$ cat src/rtl/qn_scan_pkg.sv
package qn_scan_pkg;

    typedef enum logic [1:0] {
        MODE_CAPTURE = 2'd0,
        MODE_NOISY   = 2'd1,
        MODE_QUIET   = 2'd2
    } shift_mode_e;

    typedef struct packed {
        logic mst;
        logic slv;
    } stage_next_t;

    function automatic shift_mode_e decode_mode(input logic scan_en, input logic quiet);
        if (!scan_en) begin
            return MODE_CAPTURE;
        end else if (quiet) begin
            return MODE_QUIET;
        end
        return MODE_NOISY;
    endfunction

endpackage

$ cat src/rtl/qn_scan_cell.sv
module qn_scan_cell
    import qn_scan_pkg::*;
(
    input  logic clk,
    input  logic scan_en,
    input  logic quiet,
    input  logic d_in,
    input  logic sc_in,
    input  logic jmp_in,
    output logic d_out,
    output logic sc_out,
    output logic jmp_out
);

    shift_mode_e mode;
    stage_next_t stage_d;
    logic        mst_q;
    logic        slv_q;

    always_comb begin
        mode        = decode_mode(scan_en, quiet);
        stage_d.mst = (mode == MODE_CAPTURE) ? d_in : sc_in;
        stage_d.slv = (mode == MODE_QUIET) ? jmp_in : mst_q;
    end

    // master stage closes on the rising edge
    always_ff @(posedge clk) begin
        mst_q <= stage_d.mst;
    end

    // slave stage closes on the falling edge
    always_ff @(negedge clk) begin
        slv_q <= stage_d.slv;
    end

    assign jmp_out = mst_q;
    assign sc_out  = slv_q;
    // NOR gating: low whenever quiet is high, the stored bit is untouched
    assign d_out   = ~(~slv_q | quiet);

endmodule

$ cat src/rtl/qn_scan_outsel.sv
module qn_scan_outsel (
    input  logic clk,
    input  logic scan_en,
    input  logic quiet,
    input  logic last_sc,
    input  logic last_jmp,
    output logic chain_out
);

    logic jump_phase;

    always_comb begin
        jump_phase = scan_en & quiet & clk;
        chain_out  = jump_phase ? last_jmp : last_sc;
    end

endmodule

$ cat src/rtl/qn_scan_chain.sv
module qn_scan_chain #(
    parameter int NUM_CELLS = 8
) (
    input  logic                 clk,
    input  logic                 scan_en,
    input  logic                 quiet,
    input  logic [NUM_CELLS-1:0] func_d,
    input  logic                 scan_in,
    output logic [NUM_CELLS-1:0] func_q,
    output logic                 scan_out
);

    localparam int LAST = NUM_CELLS - 1;

    if ((NUM_CELLS % 2) != 0 || NUM_CELLS < 2) begin : g_len_check
        $error("qn_scan_chain: NUM_CELLS must be even and at least 2");
    end

    logic [NUM_CELLS-1:0] sc_link;
    logic [NUM_CELLS-1:0] jmp_link;

    for (genvar j = 0; j < NUM_CELLS; j++) begin : g_cell
        logic sc_src;
        logic jmp_src;
        if (j == 0) begin : g_head
            assign sc_src  = scan_in;
            assign jmp_src = scan_in;
        end else begin : g_body
            assign sc_src  = sc_link[j-1];
            assign jmp_src = jmp_link[j-1];
        end
        qn_scan_cell u_cell (
            .clk     (clk),
            .scan_en (scan_en),
            .quiet   (quiet),
            .d_in    (func_d[j]),
            .sc_in   (sc_src),
            .jmp_in  (jmp_src),
            .d_out   (func_q[j]),
            .sc_out  (sc_link[j]),
            .jmp_out (jmp_link[j])
        );
    end

    qn_scan_outsel u_outsel (
        .clk       (clk),
        .scan_en   (scan_en),
        .quiet     (quiet),
        .last_sc   (sc_link[LAST]),
        .last_jmp  (jmp_link[LAST]),
        .chain_out (scan_out)
    );

endmodule

$ cat config.mk
export PLATFORM = sky130hd
export DESIGN_NAME = qn_scan_chain
export DESIGN_NICKNAME = d
export VERILOG_FILES = /design/src/rtl/qn_scan_pkg.sv /design/src/rtl/qn_scan_cell.sv /design/src/rtl/qn_scan_outsel.sv /design/src/rtl/qn_scan_chain.sv
export SDC_FILE = /design/constraint.sdc
export NUM_CORES = 1
export LEC_CHECK = 0
export BUFFER_PORTS_ARGS = -buffer_cell sky130_fd_sc_hd__clkbuf_2
export CAP_MARGIN = 10
export CORE_UTILIZATION = 45
export DETAILED_ROUTE_END_ITERATION = 6
export PLACE_DENSITY_LB_ADDON = 0.3
export SLEW_MARGIN = 20
export SYNTH_ARGS = -nofsm -noshare
export SYNTH_HDL_FRONTEND = slang
export SYNTH_SLANG_ARGS = --single-unit
$ cat constraint.sdc
create_clock -name clk -period 0.9 [get_ports clk]
set_input_delay 0.09 -clock clk [delete_from_list [all_inputs] [get_ports clk]]
set_output_delay 0.09 -clock clk [all_outputs]
set_load 0.1 [all_outputs]
==> results of run 1 <==
-- final cells by class --
class	instances	area (um2)	area share [%]
Sequential cell	16	336.6	27.34
Tap cell	16	20.02	1.626
Clock inverter	8	30.03	2.439
Clock buffer	7	70.07	5.691
Timing Repair Buffer	34	387.9	31.50
Multi-Input combinational cell	27	386.6	31.40
-- what timing repair did --
action                     4_1_cts  5_1_grt
hold buffers                     9        0
hold endpoints to repair         8        0
setup endpoints to repair       26       26
resized for setup               29        3
buffers inserted                 3        1
-- per-layer routing --
metal / vias up / part of all wire, %
li1: 247 / -
met1: 252 / 42
met3: 0 / 6.1
met2: 21 / 52
met5: - / 0
met4: 0 / 0
-- sequential cells by signal, summed over array words and instances (netlist names) --
register and count:
g_cell.u_cell.jmp_out 8, g_cell.u_cell.sc_out 8
-- cell usage in the layout (no fill, tap or decap) --
cell and instances:
clkbuf_2 9, buf_12 8, dfxtp_1 3, mux2_2 1, buf_4 4, nand2_8 1
nor2b_4 7, dfxtp_2 13, clkbuf_16 2, clkbuf_4 6, buf_8 1, mux2_4 16
nand3_2 1, buf_6 2, inv_1 8, dlygate4sd3_1 9, nor2b_2 1
-- power breakdown --
part / switching [mW] / internal [mW] / total, mW
combinational: 0.377 / 0.403 / 0.780
sequential: 0.0595 / 0.820 / 0.880
clock: 0.518 / 0.438 / 0.956
total: 0.954 / 1.66 / 2.62
-- final timing paths --
path	start	endpoint
worst max-delay path	g_cell[7].u_cell.sc_out	scan_out
worst min-delay path	scan_en	g_cell[5].u_cell.jmp_out
worst max register to register	g_cell[4].u_cell.sc_out	g_cell[5].u_cell.jmp_out
worst min register to register	g_cell[6].u_cell.jmp_out	g_cell[6].u_cell.sc_out
-- worst max-delay path, cell delays in order, from the launching register on --
cell,delay [ps]
dfxtp_1,300
mux2_4,260
clkbuf_16,200
-- cells by family after synthesis --
kind of cell  synth area share (%)
buf+inv                      12.43
flops                        44.83
mux                          31.52
simple gates                 11.21
==> summary.txt, run 1 <==
Global routing
  – Met3 Resource Use GR: 15.65%
  – Global-route met2 utilization: between 30 and 40%
  – Vias in the first global route: about 560
  – Congestion Overflow GR: 0
  – First-pass GRT wire length: approximately 2400 um
  – Highest-utilization routing layer at the global route stage: met2
  – Antenna violations before repair: 0
  – Pin count of the biggest net entering global routing: 9
  – Aggregate global-route resource usage: around a fifth
  – GR Layer Usage met1: between 20 and 25%

Final layout
  – Layout cell share with drive strength beyond 1: between 70% and 80%
  – Area delta synth->final: 72.33%
  – Count of antenna diodes in the layout: 0
  – Net count of the finished layout: between 100 and 150
  – Post-layout utilization of the core: 82.69%
  – Final standard cell area without fillers: about 0.0012 mm2
  – Final instance count without filler cells: 108
  – Fill cells: 81

Logic synthesis
  – #FFs+latches synth: 16
  – Leading cell types by total area after synthesis: dfxtp_1, mux2_4, mux2_2
  – Register area share after synthesis: ~45%
  – Post-synth ARST share: 0%
  – Commonest register cell after synthesis: dfxtp_1
  – Number of enable-type register cells in the synthesized netlist: 0
  – Most used standard cell by instance count after synthesis: dfxtp_1
  – Top cell type by total area after synthesis: dfxtp_1
  – Number of warnings issued by yosys: 0
  – Mapped Area: about 710 um2
  – Top post-synthesis cells by count: dfxtp_1, mux2_4, buf_4, mux2_2, nor2b_1
  – Post-Synthesis Cells: between 50 and 60
  – Mean instance size in the synthesized netlist: between 10 and 15 um2
  – Synthesized netlist net count: 66
  – Top cell type's share of synthesized area: ~45%
  – Number of library cell types mapped by synthesis: 10

STA
  – Setup repair after global routing missed its margin: yes
  – Number of max-slew violations in the final report: 0
  – Final Worst Setup Slack: -877.0 ps
  – Slew at the pin closest to its max-slew limit: roughly 230 ps
  – Worst relative slew slack: between 80% and 90%
  – Final count of negative-setup-slack endpoints: 24
  – Setup_tns: -10810 ps
  – Worst hold margin: between 100 and 150 ps
  – Number of endpoints with negative hold slack in the final report: 0
  – Final clock skew: 93.83 ps

Setup path
  – Type of the worst setup path: flip-flop to output pin
  – Type of origin of the critical path: flip-flop
  – Reg2Reg Depth: 2
  – Largest fanout on the critical path: 2
  – Register-to-Register Setup Slack: -410 ps
  – Critical path data required time: 810 ps
  – Worst endpoint data arrival time: around 1700 ps
  – Critical Path End Type: output pin

Placement
  – Standard cell area after detailed placement: 953.4 um2
  – Post-placement worst setup slack: -534.4 ps
  – Total placed cells including tap cells: 85
  – Placed wire-length estimate: 877.9 um
  – Final estimated routing congestion in global placement: slightly above 0.7
  – Quantity of I/O buffers inserted on ports: 20

Drt
  – # DRC: 0
  – Starting DRC count in detailed routing: 3
  – Total number of vias: 520
  – Number of iterations in the first detailed-routing pass: 4
  – Wire length per cell: approximately 14 um
  – Mean number of vias per cell: approximately 4.8
  – Detailed-route wire length: around 1500 um
  – ANT nets after route: 0

Floorplan
  – Die width: between 40 and 50 um
  – Placeable core region: roughly 0.0015 mm2
  – Die boundary height: between 40 and 50 um
  – Total Die Area: roughly 0.0018 mm2
  – FP Rows: 14
  – Effective utilization at floorplan: a little under half
  – Count of boundary I/O pins: 21

Clocking
  – Clk_lat worst skew: ~500 ps
  – Clock tree from TritonCTS: done
  – Clock-pin slew on the worst setup and hold paths: roughly 100 ps

Status
  – Violations in the final reports: negative setup slack
  – Run status: finished, violations left

Flow run
  – Maximum capacitance violations: 0

Pwr
  – Power density over the cells: roughly 2100 mW/mm2
  – Total chip power: about 2.6 mW
  – IR Drop Worst-Case VDD: about 1.1 mV
  – Standby leakage power: 0.6165 nW

Min path
  – Hold Crit Class: input pin to flip-flop
  – Number of stages on the worst hold path: 3
Note: power is estimated with default switching activity, not from simulation.
==> run 2: changes to the inputs <==
--- a/config.mk
+++ b/config.mk
@@ -9,7 +9,7 @@
 export CAP_MARGIN = 10
 export CORE_UTILIZATION = 45
 export DETAILED_ROUTE_END_ITERATION = 6
-export PLACE_DENSITY_LB_ADDON = 0.3
+export PLACE_DENSITY = 0.71
 export SLEW_MARGIN = 20
 export SYNTH_ARGS = -nofsm -noshare
 export SYNTH_HDL_FRONTEND = slang
==> summary.txt, run 2 (same netlist as run 1, synthesis figures left out) <==
Floorplan
  – Count of boundary I/O pins: 21
  – Die width: about 42 um
  – FP Rows: 14
  – Total Die Area: around 0.0018 mm2
  – Die boundary height: approximately 42 um
  – Effective utilization at floorplan: a little under half
  – Placeable core region: about 0.0015 mm2

Global routing
  – Vias in the first global route: 555
  – Congestion Overflow GR: 0
  – First-pass GRT wire length: about 2500 um
  – Aggregate global-route resource usage: 22.68%
  – Pin count of the biggest net entering global routing: 9
  – Antenna violations before repair: 0

Pwr
  – IR Drop Worst-Case VDD: approximately 1.6 mV
  – Power density over the cells: 2101 mW/mm2
  – Standby leakage power: between 0.6 and 0.7 nW
  – Total chip power: ~2.6 mW

Drt
  – Wire length per cell: roughly 14 um
  – Mean number of vias per cell: 4.771
  – Detailed-route wire length: around 1600 um
  – ANT nets after route: 0
  – Starting DRC count in detailed routing: 9
  – Total number of vias: 520
  – # DRC: 0
  – Number of iterations in the first detailed-routing pass: 4

Clocking
  – Clock tree from TritonCTS: done
  – Clk_lat worst skew: approximately 470 ps
  – Clock-pin slew on the worst setup and hold paths: approximately 90 ps

STA
  – Final clock skew: roughly 84 ps
  – Worst relative slew slack: between 80% and 90%
  – Number of max-slew violations in the final report: 0
  – Number of endpoints with negative hold slack in the final report: 0
  – Slew at the pin closest to its max-slew limit: between 150 and 200 ps
  – Final count of negative-setup-slack endpoints: 25
  – Final Worst Setup Slack: -866.3 ps
  – Setup repair after global routing missed its margin: yes

Final layout
  – Leading cell types in the layout, fill and taps excluded: mux2_4, dfxtp_2, clkbuf_2
  – Net count of the finished layout: 107
  – Flip-flop and latch area: roughly 340 um2
  – Fill cells: between 80 and 90
  – Multi-input gate area in the final layout: between 300 and 400 um2
  – Count of antenna diodes in the layout: 0
  – Most frequent standard cell in the layout excluding fill and tap cells: mux2_4
  – Final instance count without filler cells: 109
  – Layout cell share with drive strength beyond 1: 80.65%
  – Area delta synth->final: 72.33%

Placement
  – Placed wire-length estimate: a little under 900 um
  – Quantity of I/O buffers inserted on ports: 20
  – Total placed cells including tap cells: 85
  – Final estimated routing congestion in global placement: slightly below 0.7

Setup path
  – Type of the worst setup path: flip-flop to output pin
  – Critical path data required time: slightly above 800 ps
  – Largest fanout on the critical path: 2
  – Worst endpoint data arrival time: 1680 ps
  – Type of origin of the critical path: flip-flop
  – Critical Path End Type: output pin

Flow run
  – Maximum capacitance violations: 0

Min path
  – Hold Crit Class: input pin to flip-flop

Status
  – Violations in the final reports: negative setup slack
  – Run status: finished, violations left
==> run 2: cell count changes in the layout (fill, tap and decap cells not counted), sizes merged <==
cell    delta
clkbuf     +1
==> run 2: power breakdown <==
group	internal [mW]	switching, mW	leakage (nW)	total (mW)
combinational	0.396	0.380	0.389	0.775
sequential	0.823	0.0555	0.135	0.878
clock	0.438	0.494	0.0939	0.932
total	1.66	0.929	0.618	2.59
==> run 2: path summary, 6_finish.rpt <==
kind | startpoint | to | slack [ps] | cells past startpoint
max | g_cell[7].u_cell.sc_out | scan_out | -870 | 2
min | scan_en | g_cell[0].u_cell.jmp_out | 120 | 3
max reg2reg | g_cell[1].u_cell.sc_out | g_cell[2].u_cell.jmp_out | -410 | 2
min reg2reg | g_cell[0].u_cell.jmp_out | g_cell[1].u_cell.sc_out | 860 | 1
==> run 2: stage by stage <==
step	setup slack (ps)	util, %	hold WS [ps]	cell area [um2]	TNS [ps]
after global placement	-527.5	64.03	316.5	953.4	-7268
final	-866.3	82.69	116.8	1231	-10650
after floorplan	-310.8	-	233.4	863.3	-6460
after CTS	-862.8	82.27	114.0	1225	-10580
after global routing	-924.0	82.69	85.49	1231	-11360
after detailed placement	-540.5	64.03	319.5	953.4	-7427
==> run 2: area by class of cell <==
cell class	instances	area share, %
multi-input combinational	27	31.40
timing repair buffer	35	31.30
tap	16	1.626
sequential	16	27.54
clock inverter	8	2.439
clock buffer	7	5.691
==> run 2: routing by layer <==
metal  vias to the layer above  GRT usage, %  routed length (um)
met2                        20         30.31                 830
met4                         0         25.81                  24
met5                         -             0                   0
met3                         5         12.17                  92
met1                       246         23.14                 621
li1                        249             -                   -
==> run 2: critical path, stage by stage, from the launching register on <==
cell       delay, ps
dfxtp_2          310
mux2_4           260
clkbuf_16        200
==> run 2: timing repair <==
action,in CTS,in global routing
endpoints found under the hold margin,8,0
setup endpoints to repair,26,26
hold buffers,9,0
gates resized for setup,25,6
setup buffers,3,1
==> run 3: changes to the inputs <==
--- a/config.mk
+++ b/config.mk
@@ -9,7 +9,7 @@
 export CAP_MARGIN = 10
 export CORE_UTILIZATION = 45
 export DETAILED_ROUTE_END_ITERATION = 6
-export PLACE_DENSITY = 0.71
+export PLACE_DENSITY_LB_ADDON = 0.25
 export SLEW_MARGIN = 20
 export SYNTH_ARGS = -nofsm -noshare
 export SYNTH_HDL_FRONTEND = slang
==> summary.txt, run 3 (same netlist as run 1, synthesis figures left out) <==
Status
  – Run status: finished, violations left
  – Violations in the final reports: negative setup slack

Placement
  – Placed wire-length estimate: between 800 and 900 um
  – Quantity of I/O buffers inserted on ports: 20
  – Final estimated routing congestion in global placement: 0.6827
  – Standard cell area after detailed placement: 953.4 um2

Final layout
  – Area delta synth->final: 77.58%
  – Leading cell types in the layout, fill and taps excluded: mux2_4, dfxtp_2, clkbuf_2
  – Count of antenna diodes in the layout: 0
  – Fill cells: 73
  – Layout cell share with drive strength beyond 1: between 70 and 80%
  – Multi-input gate area in the final layout: between 300 and 400 um2
  – Most frequent standard cell in the layout excluding fill and tap cells: mux2_4
  – Net count of the finished layout: 110
  – Flip-flop and latch area: 336.6 um2
  – Final standard cell area without fillers: 0.001269 mm2

STA
  – Final clock skew: 75.54 ps
  – Worst relative slew slack: 89.95%
  – Final Worst Setup Slack: -885.1 ps
  – Setup_tns: -10920 ps
  – Slew at the pin closest to its max-slew limit: ~150 ps
  – Final count of negative-setup-slack endpoints: 26
  – Number of max-slew violations in the final report: 0
  – Setup repair after global routing missed its margin: yes
  – Number of endpoints with negative hold slack in the final report: 0

Clocking
  – Clock-pin slew on the worst setup and hold paths: 100 ps
  – Clk_lat worst skew: about 480 ps
  – Clock tree from TritonCTS: done

Pwr
  – Switching power: a little under 1 mW
  – Power share of the sequential group: about a third
  – Share of total power in the clock network: between 30% and 40%
  – Total chip power: between 2 and 3 mW
  – IR Drop Worst-Case VDD: between 1 and 1.5 mV
  – Combinational share of power: between 30% and 40%
  – Power density over the cells: roughly 2100 mW/mm2
  – Internal Pwr Total: roughly 1.7 mW
  – Standby leakage power: 0.6390 nW
  – Switching Share: 36.24%

Min path
  – Hold_sp: scan_en
  – Number of stages on the worst hold path: 4
  – Hold Crit Class: input pin to flip-flop

Floorplan
  – Total Die Area: 0.001751 mm2
  – Effective utilization at floorplan: 47.98%
  – Die boundary height: 41.85 um
  – Count of boundary I/O pins: 21
  – Placeable core region: 0.001489 mm2
  – Die width: between 40 and 50 um
  – FP Rows: 14

Drt
  – Starting DRC count in detailed routing: 7
  – Mean number of vias per cell: between 4 and 5
  – Wire length per cell: about 13 um
  – Number of iterations in the first detailed-routing pass: 4
  – ANT nets after route: 0
  – Detailed-route wire length: ~1500 um
  – # DRC: 0
  – Total number of vias: 542

Setup path
  – Critical path origin: g_cell[7].u_cell.sc_out
  – Critical path data required time: a little over 800 ps
  – Startpoint of the worst register-to-register path: g_cell[5].u_cell.sc_out
  – Type of the worst setup path: flip-flop to output pin
  – Reg2Reg Depth: 2
  – Largest fanout on the critical path: 2
  – Worst endpoint data arrival time: around 1700 ps
  – Type of origin of the critical path: flip-flop
  – Critical Path End Type: output pin

Global routing
  – Highest-utilization routing layer at the global route stage: met2
  – Congestion Overflow GR: 0
  – Aggregate global-route resource usage: between 20 and 25%
  – Pin count of the biggest net entering global routing: 10
  – Antenna violations before repair: 0
  – First-pass GRT wire length: between 2000 and 3000 um
  – Global-route met2 utilization: about a third
  – Met3 Resource Use GR: between 10% and 20%
  – GR Layer Usage met1: roughly 22%
  – Vias in the first global route: 627

Flow run
  – Maximum capacitance violations: 0
==> run 3: cell count changes in the layout (fill, tap and decap cells not counted), sizes merged <==
cell,previous run,this run
buf,15,18
clkinvlp,0,1
==> run 3: worst max-delay path, stage by stage (launching register included) <==
cell and delay, ps:
dfxtp_2 310, mux2_4 270, clkbuf_16 200
==> run 3: metal layers <==
| metal | wire [um] | vias to the layer above |
|---|---|---|
| met4 | 27 | 0 |
| met5 | 0 | - |
| met1 | 610 | 255 |
| met3 | 83 | 4 |
| met2 | 774 | 26 |
| li1 | - | 257 |
==> run 3: final timing paths <==
path | endpoint | slack, ps
worst max-delay path | scan_out | -890
worst min-delay path | g_cell[3].u_cell.jmp_out | 210
worst max register to register | g_cell[6].u_cell.jmp_out | -400
worst min register to register | g_cell[2].u_cell.sc_out | 870
==> run 3: area by class of cell <==
| cell class | instances | area share, % |
|---|---|---|
| clock inverters | 9 | 2.761 |
| flip-flops and latches | 16 | 26.53 |
| clock buffers | 7 | 5.523 |
| well taps | 16 | 1.578 |
| multi-input cells | 27 | 30.87 |
| repair buffers | 38 | 32.74 |
==> run 3: timing repair <==
action / in CTS / in global routing
gates resized for setup: 27 / 5
cloned: 0 / 0
setup buffers: 6 / 1
endpoints found under the setup margin: 26 / 26
hold endpoints to repair: 8 / 0
hold buffers: 9 / 0
==> run 3: power by group through the flow <==
| stage | combinational (mW) | clock, mW | sequential (mW) |
|---|---|---|---|
| 3_3_place_gp | 0.673 | 0.209 | 0.861 |
| 3_5_place_dp | 0.681 | 0.209 | 0.864 |
| 4_1_cts | 0.807 | 0.954 | 0.869 |
| 2_1_floorplan | 0.622 | 0.201 | 0.848 |
| 6_report | 0.811 | 0.968 | 0.875 |
| 5_1_grt | 0.841 | 1.07 | 0.888 |
==> run 3: metrics by stage <==
| step | setup slack, ps | utilization [%] | std cells | hold slack (ps) |
|---|---|---|---|---|
| after floorplan | -310.8 | - | 54 | 233.4 |
| after global routing | -937.0 | 85.21 | 113 | 196.1 |
| after global placement | -527.3 | 64.03 | 85 | 316.4 |
| after detailed placement | -536.5 | 64.03 | 85 | 319.6 |
| after CTS | -863.6 | 84.62 | 113 | 210.5 |
| final | -885.1 | 85.21 | 113 | 205.7 |
